<file path="src/rtl/dma_err_pkg.sv">
package dma_err_pkg;

    localparam int N_CLS      = 6;
    localparam int REG_W      = 32;
    localparam int TYPE_LSB   = 1;
    localparam int CHAN_LSB   = 8;
    localparam int CHAN_MAX_W = REG_W - CHAN_LSB;
    localparam int N_LIMIT    = 2;

    typedef enum int unsigned {
        CLS_DESC  = 0,
        CLS_VEC   = 1,
        CLS_COND  = 2,
        CLS_RETRY = 3,
        CLS_COUNT = 4,
        CLS_TMO   = 5
    } err_cls_e;

    typedef logic [N_CLS-1:0] cls_vec_t;

    typedef struct packed {
        cls_vec_t types;
        logic     e;
    } err_flags_t;

    localparam int FLAG_W = $bits(err_flags_t);

    function automatic logic [REG_W-1:0] pack_status(err_flags_t f,
                                                     logic [CHAN_MAX_W-1:0] ch);
        logic [REG_W-1:0] w;
        w = '0;
        w[FLAG_W-1:0] = f;
        w[REG_W-1:CHAN_LSB] = ch;
        return w;
    endfunction

endpackage

</file>
<file path="src/rtl/limit_cmp.sv">
module limit_cmp #(
    parameter int CNT_W = 8
) (
    input  logic             clk,
    input  logic             rst,
    input  logic             chk,
    input  logic [CNT_W-1:0] cnt,
    input  logic [CNT_W-1:0] lim,
    output logic             hit
);

    always_comb hit = chk && (cnt > lim);


    no_fire_at_limit_chk: assert property (@(posedge clk) disable iff (rst)
        (cnt <= lim) |-> !hit);

endmodule

</file>
<file path="src/rtl/err_classify.sv">
module err_classify
    import dma_err_pkg::*;
#(
    parameter int CNT_W = 8
) (
    input  logic             clk,
    input  logic             rst,
    input  logic             ev_desc,
    input  logic             ev_vec,
    input  logic             ev_cond,
    input  logic             retry_chk,
    input  logic [CNT_W-1:0] retry_cnt,
    input  logic [CNT_W-1:0] retry_max,
    input  logic             count_chk,
    input  logic [CNT_W-1:0] count_cnt,
    input  logic [CNT_W-1:0] count_max,
    input  logic             tmo_expire,
    input  logic             tmo_en,
    output cls_vec_t         cls
);

    logic [N_LIMIT-1:0]            lim_chk;
    logic [N_LIMIT-1:0][CNT_W-1:0] lim_cnt;
    logic [N_LIMIT-1:0][CNT_W-1:0] lim_max;
    logic [N_LIMIT-1:0]            lim_hit;

    always_comb begin
        lim_chk = {count_chk, retry_chk};
        lim_cnt = {count_cnt, retry_cnt};
        lim_max = {count_max, retry_max};
    end

    for (genvar g = 0; g < N_LIMIT; g++) begin : g_lim
        limit_cmp #(.CNT_W(CNT_W)) cmp_i (
            .clk (clk),
            .rst (rst),
            .chk (lim_chk[g]),
            .cnt (lim_cnt[g]),
            .lim (lim_max[g]),
            .hit (lim_hit[g])
        );
    end

    always_comb begin
        cls            = '0;
        cls[CLS_DESC]  = ev_desc;
        cls[CLS_VEC]   = ev_vec;
        cls[CLS_COND]  = ev_cond;
        cls[CLS_RETRY] = lim_hit[0];
        cls[CLS_COUNT] = lim_hit[1];
        cls[CLS_TMO]   = tmo_expire && tmo_en;
    end


    tmo_gated_chk: assert property (@(posedge clk) disable iff (rst)
        !tmo_en |-> !cls[CLS_TMO]);

endmodule

</file>
<file path="src/rtl/err_status_reg.sv">
module err_status_reg
    import dma_err_pkg::*;
#(
    parameter int CH_W = 2
) (
    input  logic            clk,
    input  logic            rst,
    input  cls_vec_t        cls,
    input  logic [CH_W-1:0] ev_chan,
    input  err_flags_t      clr,
    output err_flags_t      flags_q,
    output logic [CH_W-1:0] chan_q
);

    logic       any_err;
    err_flags_t flags_d;

    always_comb begin
        any_err       = |cls;
        flags_d.types = (flags_q.types & ~clr.types) | cls;
        flags_d.e     = (flags_q.e & ~clr.e) | any_err;
    end

    always_ff @(posedge clk) begin
        if (rst) begin
            flags_q <= '0;
            chan_q  <= '0;
        end else begin
            flags_q <= flags_d;
            if (any_err && !flags_q.e) begin
                chan_q <= ev_chan;
            end
        end
    end


    set_on_event_chk: assert property (@(posedge clk) disable iff (rst)
        (|cls) |=> flags_q.e);


    chan_hold_chk: assert property (@(posedge clk) disable iff (rst)
        flags_q.e |=> $stable(chan_q));


    clear_e_chk: assert property (@(posedge clk) disable iff (rst)
        (clr.e && !(|cls)) |=> !flags_q.e);

endmodule

</file>
<file path="src/rtl/chan_irq_flags.sv">
module chan_irq_flags #(
    parameter int NUM_CH = 4,
    parameter int CH_W   = 2
) (
    input  logic              clk,
    input  logic              rst,
    input  logic              any_err,
    input  logic [CH_W-1:0]   ev_chan,
    input  logic              glb_en,
    input  logic              err_en,
    input  logic [NUM_CH-1:0] clr,
    output logic [NUM_CH-1:0] flags_q,
    output logic              irq
);

    logic raise;

    always_comb raise = any_err && glb_en && err_en;

    for (genvar c = 0; c < NUM_CH; c++) begin : g_ch
        always_ff @(posedge clk) begin
            if (rst) begin
                flags_q[c] <= 1'b0;
            end else if (raise && (ev_chan == CH_W'(c))) begin
                flags_q[c] <= 1'b1;
            end else if (clr[c]) begin
                flags_q[c] <= 1'b0;
            end
        end
    end

    always_comb irq = |flags_q;


    no_flag_when_masked_chk: assert property (@(posedge clk) disable iff (rst)
        !(glb_en && err_en) |=> ((flags_q & ~$past(flags_q)) == '0));

endmodule

</file>
<file path="src/rtl/dma_err_capture.sv">
module dma_err_capture
    import dma_err_pkg::*;
#(
    parameter int NUM_CH = 4,
    parameter int CNT_W  = 8,
    localparam int CH_W  = (NUM_CH > 1) ? $clog2(NUM_CH) : 1
) (
    input  logic             clk,
    input  logic             rst,
    input  logic             ev_desc,
    input  logic             ev_vec,
    input  logic             ev_cond,
    input  logic             retry_chk,
    input  logic [CNT_W-1:0] retry_cnt,
    input  logic [CNT_W-1:0] retry_max,
    input  logic             count_chk,
    input  logic [CNT_W-1:0] count_cnt,
    input  logic [CNT_W-1:0] count_max,
    input  logic             tmo_expire,
    input  logic [CH_W-1:0]  ev_chan,
    input  logic             cfg_irq_en,
    input  logic             cfg_err_irq_en,
    input  logic             cfg_tmo_en,
    input  logic             reg_wr,
    input  logic             reg_addr,
    input  logic [31:0]      reg_wdata,
    output logic [31:0]      reg_rdata,
    output logic             irq,
    output logic             halt
);

    cls_vec_t          cls;
    err_flags_t        st_clr;
    err_flags_t        st_q;
    logic [CH_W-1:0]   chan_q;
    logic [NUM_CH-1:0] fl_clr;
    logic [NUM_CH-1:0] fl_q;

    err_classify #(.CNT_W(CNT_W)) cls_i (
        .clk        (clk),
        .rst        (rst),
        .ev_desc    (ev_desc),
        .ev_vec     (ev_vec),
        .ev_cond    (ev_cond),
        .retry_chk  (retry_chk),
        .retry_cnt  (retry_cnt),
        .retry_max  (retry_max),
        .count_chk  (count_chk),
        .count_cnt  (count_cnt),
        .count_max  (count_max),
        .tmo_expire (tmo_expire),
        .tmo_en     (cfg_tmo_en),
        .cls        (cls)
    );

    always_comb begin
        st_clr = (reg_wr && !reg_addr) ? err_flags_t'(reg_wdata[FLAG_W-1:0]) : '0;
        fl_clr = (reg_wr &&  reg_addr) ? reg_wdata[NUM_CH-1:0] : '0;
    end

    err_status_reg #(.CH_W(CH_W)) st_i (
        .clk     (clk),
        .rst     (rst),
        .cls     (cls),
        .ev_chan (ev_chan),
        .clr     (st_clr),
        .flags_q (st_q),
        .chan_q  (chan_q)
    );

    chan_irq_flags #(.NUM_CH(NUM_CH), .CH_W(CH_W)) fl_i (
        .clk     (clk),
        .rst     (rst),
        .any_err (|cls),
        .ev_chan (ev_chan),
        .glb_en  (cfg_irq_en),
        .err_en  (cfg_err_irq_en),
        .clr     (fl_clr),
        .flags_q (fl_q),
        .irq     (irq)
    );

    always_comb begin
        halt = st_q.e;
        if (reg_addr) begin
            reg_rdata = REG_W'(fl_q);
        end else begin
            reg_rdata = pack_status(st_q, CHAN_MAX_W'(chan_q));
        end
    end


    halt_after_fault_chk: assert property (@(posedge clk) disable iff (rst)
        (ev_desc || ev_vec || ev_cond) |=> halt);

endmodule

</file>
<file path="config.mk">
export PLATFORM = sky130hd
export DESIGN_NAME = dma_err_capture
export DESIGN_NICKNAME = d
export VERILOG_FILES = /design/src/rtl/dma_err_pkg.sv /design/src/rtl/limit_cmp.sv /design/src/rtl/err_classify.sv /design/src/rtl/err_status_reg.sv /design/src/rtl/chan_irq_flags.sv /design/src/rtl/dma_err_capture.sv
export SDC_FILE = /design/constraint.sdc
export NUM_CORES = 1
export LEC_CHECK = 0
export BUFFER_PORTS_ARGS = -buffer_cell sky130_fd_sc_hd__buf_2
export CORE_MARGIN = 4
export CORE_UTILIZATION = 42
export CTS_CLUSTER_DIAMETER = 40
export DETAILED_ROUTE_END_ITERATION = 12
export PLACE_DENSITY = 0.95
export SLEW_MARGIN = 20
export SYNTH_ARGS = -nofsm -noshare
export SYNTH_HDL_FRONTEND = slang
export SYNTH_HIERARCHICAL = 1
export SYNTH_SLANG_ARGS = --single-unit
export TNS_END_PERCENT = 50
</file>
<file path="constraint.sdc">
create_clock -name clk -period 4.2 [get_ports clk]
set_input_delay 0.84 -clock clk [delete_from_list [all_inputs] [get_ports clk]]
set_output_delay 0.84 -clock clk [all_outputs]
set_load 0.02 [all_outputs]
</file>
==> flow_summary.yaml <==
detailed_routing:
  drc: 0
  wl_per_cell_um: 10.9
  first_iter_violations: 55
  num_vias: 1267
  viasPerCell: 4.66
  drt-total-wl_um: 2970
  dr.pass1.iters: 4
  ant_nets: 0
floorplanning:
  initial_core_util: 0.438
  core_um2: 3030
  dieArea_um2: 4120
  die_h_um: 64.2
  num_io_pins: 113
  num_rows: 20
  dieWidth_um: 64.2
synthesis:
  yosys_register_bits: 13
  syn_inst: 166
  synth_common_cells: "buf_4 (26), inv_1 (26), ha_1 (16), dfxtp_1 (13), a21oi_1 (10)"
  ys.flop_type: "dfxtp_1"
  netlist_area_um2: 1330
  yosysSeqAreaShare: 0.196
  yosys_warnings: 6
  async_flop_share: 0
  ys_types: 32
  synth.top_cell.area_share: 0.196
  synth_edf_count: 0
  synth_area_leaders: "dfxtp_1 (20%), ha_1 (15%), buf_4 (15%), inv_1 (7.4%), a21oi_1 (3.8%)"
  syn_area_per_cell_um2: 8.00
  yosys.area.top_type: "dfxtp_1"
clocking:
  htree_levels: 1
  post_cts_resize_count: 0
  cts_buffer_depth: 2
  cts_hold_buf: 0
  cts.sinks: 13
  cts_root_buf: "clkbuf_4"
  cts_tree: "yes"
  path_clk_slew_ns: 0.08
  worstSkewPairLatency_ns: 0.27
  cts_setup_buffers: 0
  numCtsBuffers: 3
placement:
  numPortBuffers: 64
  dp_hpwl_um: 2610
  globalplace.congestion: 0.795
  place_inst: 268
timing:
  rsz0062_at_grt: "false"
  final.min_clock_period_ns: 2.46
  period_share: 0.585
  tns_ns: 0
  hold_viol_final: 0
  fmax_mhz: 407
  finalMaxSlewViolations: 0
  finalSetupViolCount: 0
  finalClockSkew_ns: 0.000131
worst_setup_path:
  crit_type: "in -> out"
  cp.arrival_ns: 1.62
  worst_setup_path_start_kind: "input pin"
  crit_fanout: 14
  cp_data_required_time_ns: 3.36
  end_kind: "primary output"
final_layout:
  area_growth_pct: 20.5
  post_layout_nonfiller_instances: 272
  antenna_cells: 0
  drive_gt1_frac: 0.311
  nFillCells: 294
  final_net_count: 324
  final_core_util: 0.529
power_and_ir_drop:
  vdd.ir_drop.worst_mv: 0.104
  power_leakage_nw: 0.874
  power_density_nw_per_um2: 213
outcome:
  status: "finished, final reports clean"
job:
  cap_violations: 0
global_routing:
  grt_max_degree: 22
  grt.total_usage: 0.139
  antenna_found_initial: 0
  grt_pass1_wl_um: 4710
  gr-total-overflow: 0
  grt_pass1_vias: 1277
worst_hold_path:
  holdCritPathClass: "reg -> reg"
[worst max-delay path: stages]
cell	delay [ns]
buf_2	0.26
mux2_1	0.35
buf_2	0.16
[cell families after synthesis]
family	count (synthesis)	synth area share
buffers and inverters	54	0.233
and+or+nand+nor	49	0.235
AOI/OAI and AO/OA	29	0.146
adders and majority gates	16	0.151
DFF	13	0.196
muxes	4	0.0368
other	1	0.00282
[per-layer routing]
metal  vias up  routed length, um  track usage
met5         -                  0            0
met4         0                 49       0.0607
met3         6                258       0.0422
met2        51               1590        0.275
met1       566               1070        0.128
li1        644                  -            -
[registers in the layout (all words and copies together), names as in the netlist]
name / count
st_i/flags_q: 7
fl_i/flags_q: 4
st_i/chan_q: 2
[report_power, final]
part	switching, mW	internal, mW
clock	0.0385	0.0368
combinational	0.0756	0.0540
sequential	0.00496	0.132
[cell type report]
class                           instances  area [um2]  share of cell area
Sequential cell                        13         260               0.163
Inverter                               26        97.6              0.0610
Multi-Input combinational cell        121         841               0.525
Timing Repair Buffer                   64         320               0.200
Tap cell                               44        55.1              0.0344
Clock buffer                            4        26.3              0.0164
[final timing paths]
check	from	end	slack [ns]	depth (start not counted)
worst max-delay path	reg_addr	reg_rdata[2]	1.74	3
worst min-delay path	st_i/flags_q[6]	st_i/flags_q[6]	0.49	2
worst max register to register	st_i/flags_q[0]	st_i/chan_q[1]	3.26	3
worst min register to register	st_i/flags_q[6]	st_i/flags_q[6]	0.49	2
[cells in the final DEF (no fill, tap or decap)]
cell       n
buf_2     64
inv_1     26
conb_1    23
ha_1      16
dfxtp_1   13
a21oi_1   10
and2_1     8
nor2b_1    7
nor2_1     7
nand4_1    6
and3_1     4
a21o_1     4
o32ai_1    4
nand2b_1   4
mux2_1     3
clkbuf_4   3
a31oi_1    3
nand4b_1   3
nand3_1    2
o211ai_1   2
o21ai_0    2
nand3b_1   2
o31a_1     2
o311ai_1   2
mux2_4     1
nor2b_2    1
nor4_1     1
nand2_1    1
clkbuf_1   1
or2_1      1
nor4_4     1
nor2_2     1
[per-stage QoR]
step	total power [mW]	hold WS (ns)	setup slack (ns)	cell area [um2]
final	0.341	0.487	1.74	1600
after global routing	0.367	0.527	1.66	1600
after CTS	0.344	0.492	1.75	1600
after detailed placement	0.269	0.475	1.54	1570
after global placement	0.265	0.459	1.59	1570
after floorplan	0.242	0.445	1.85	1410
Power figures use the tool's default switching activity.
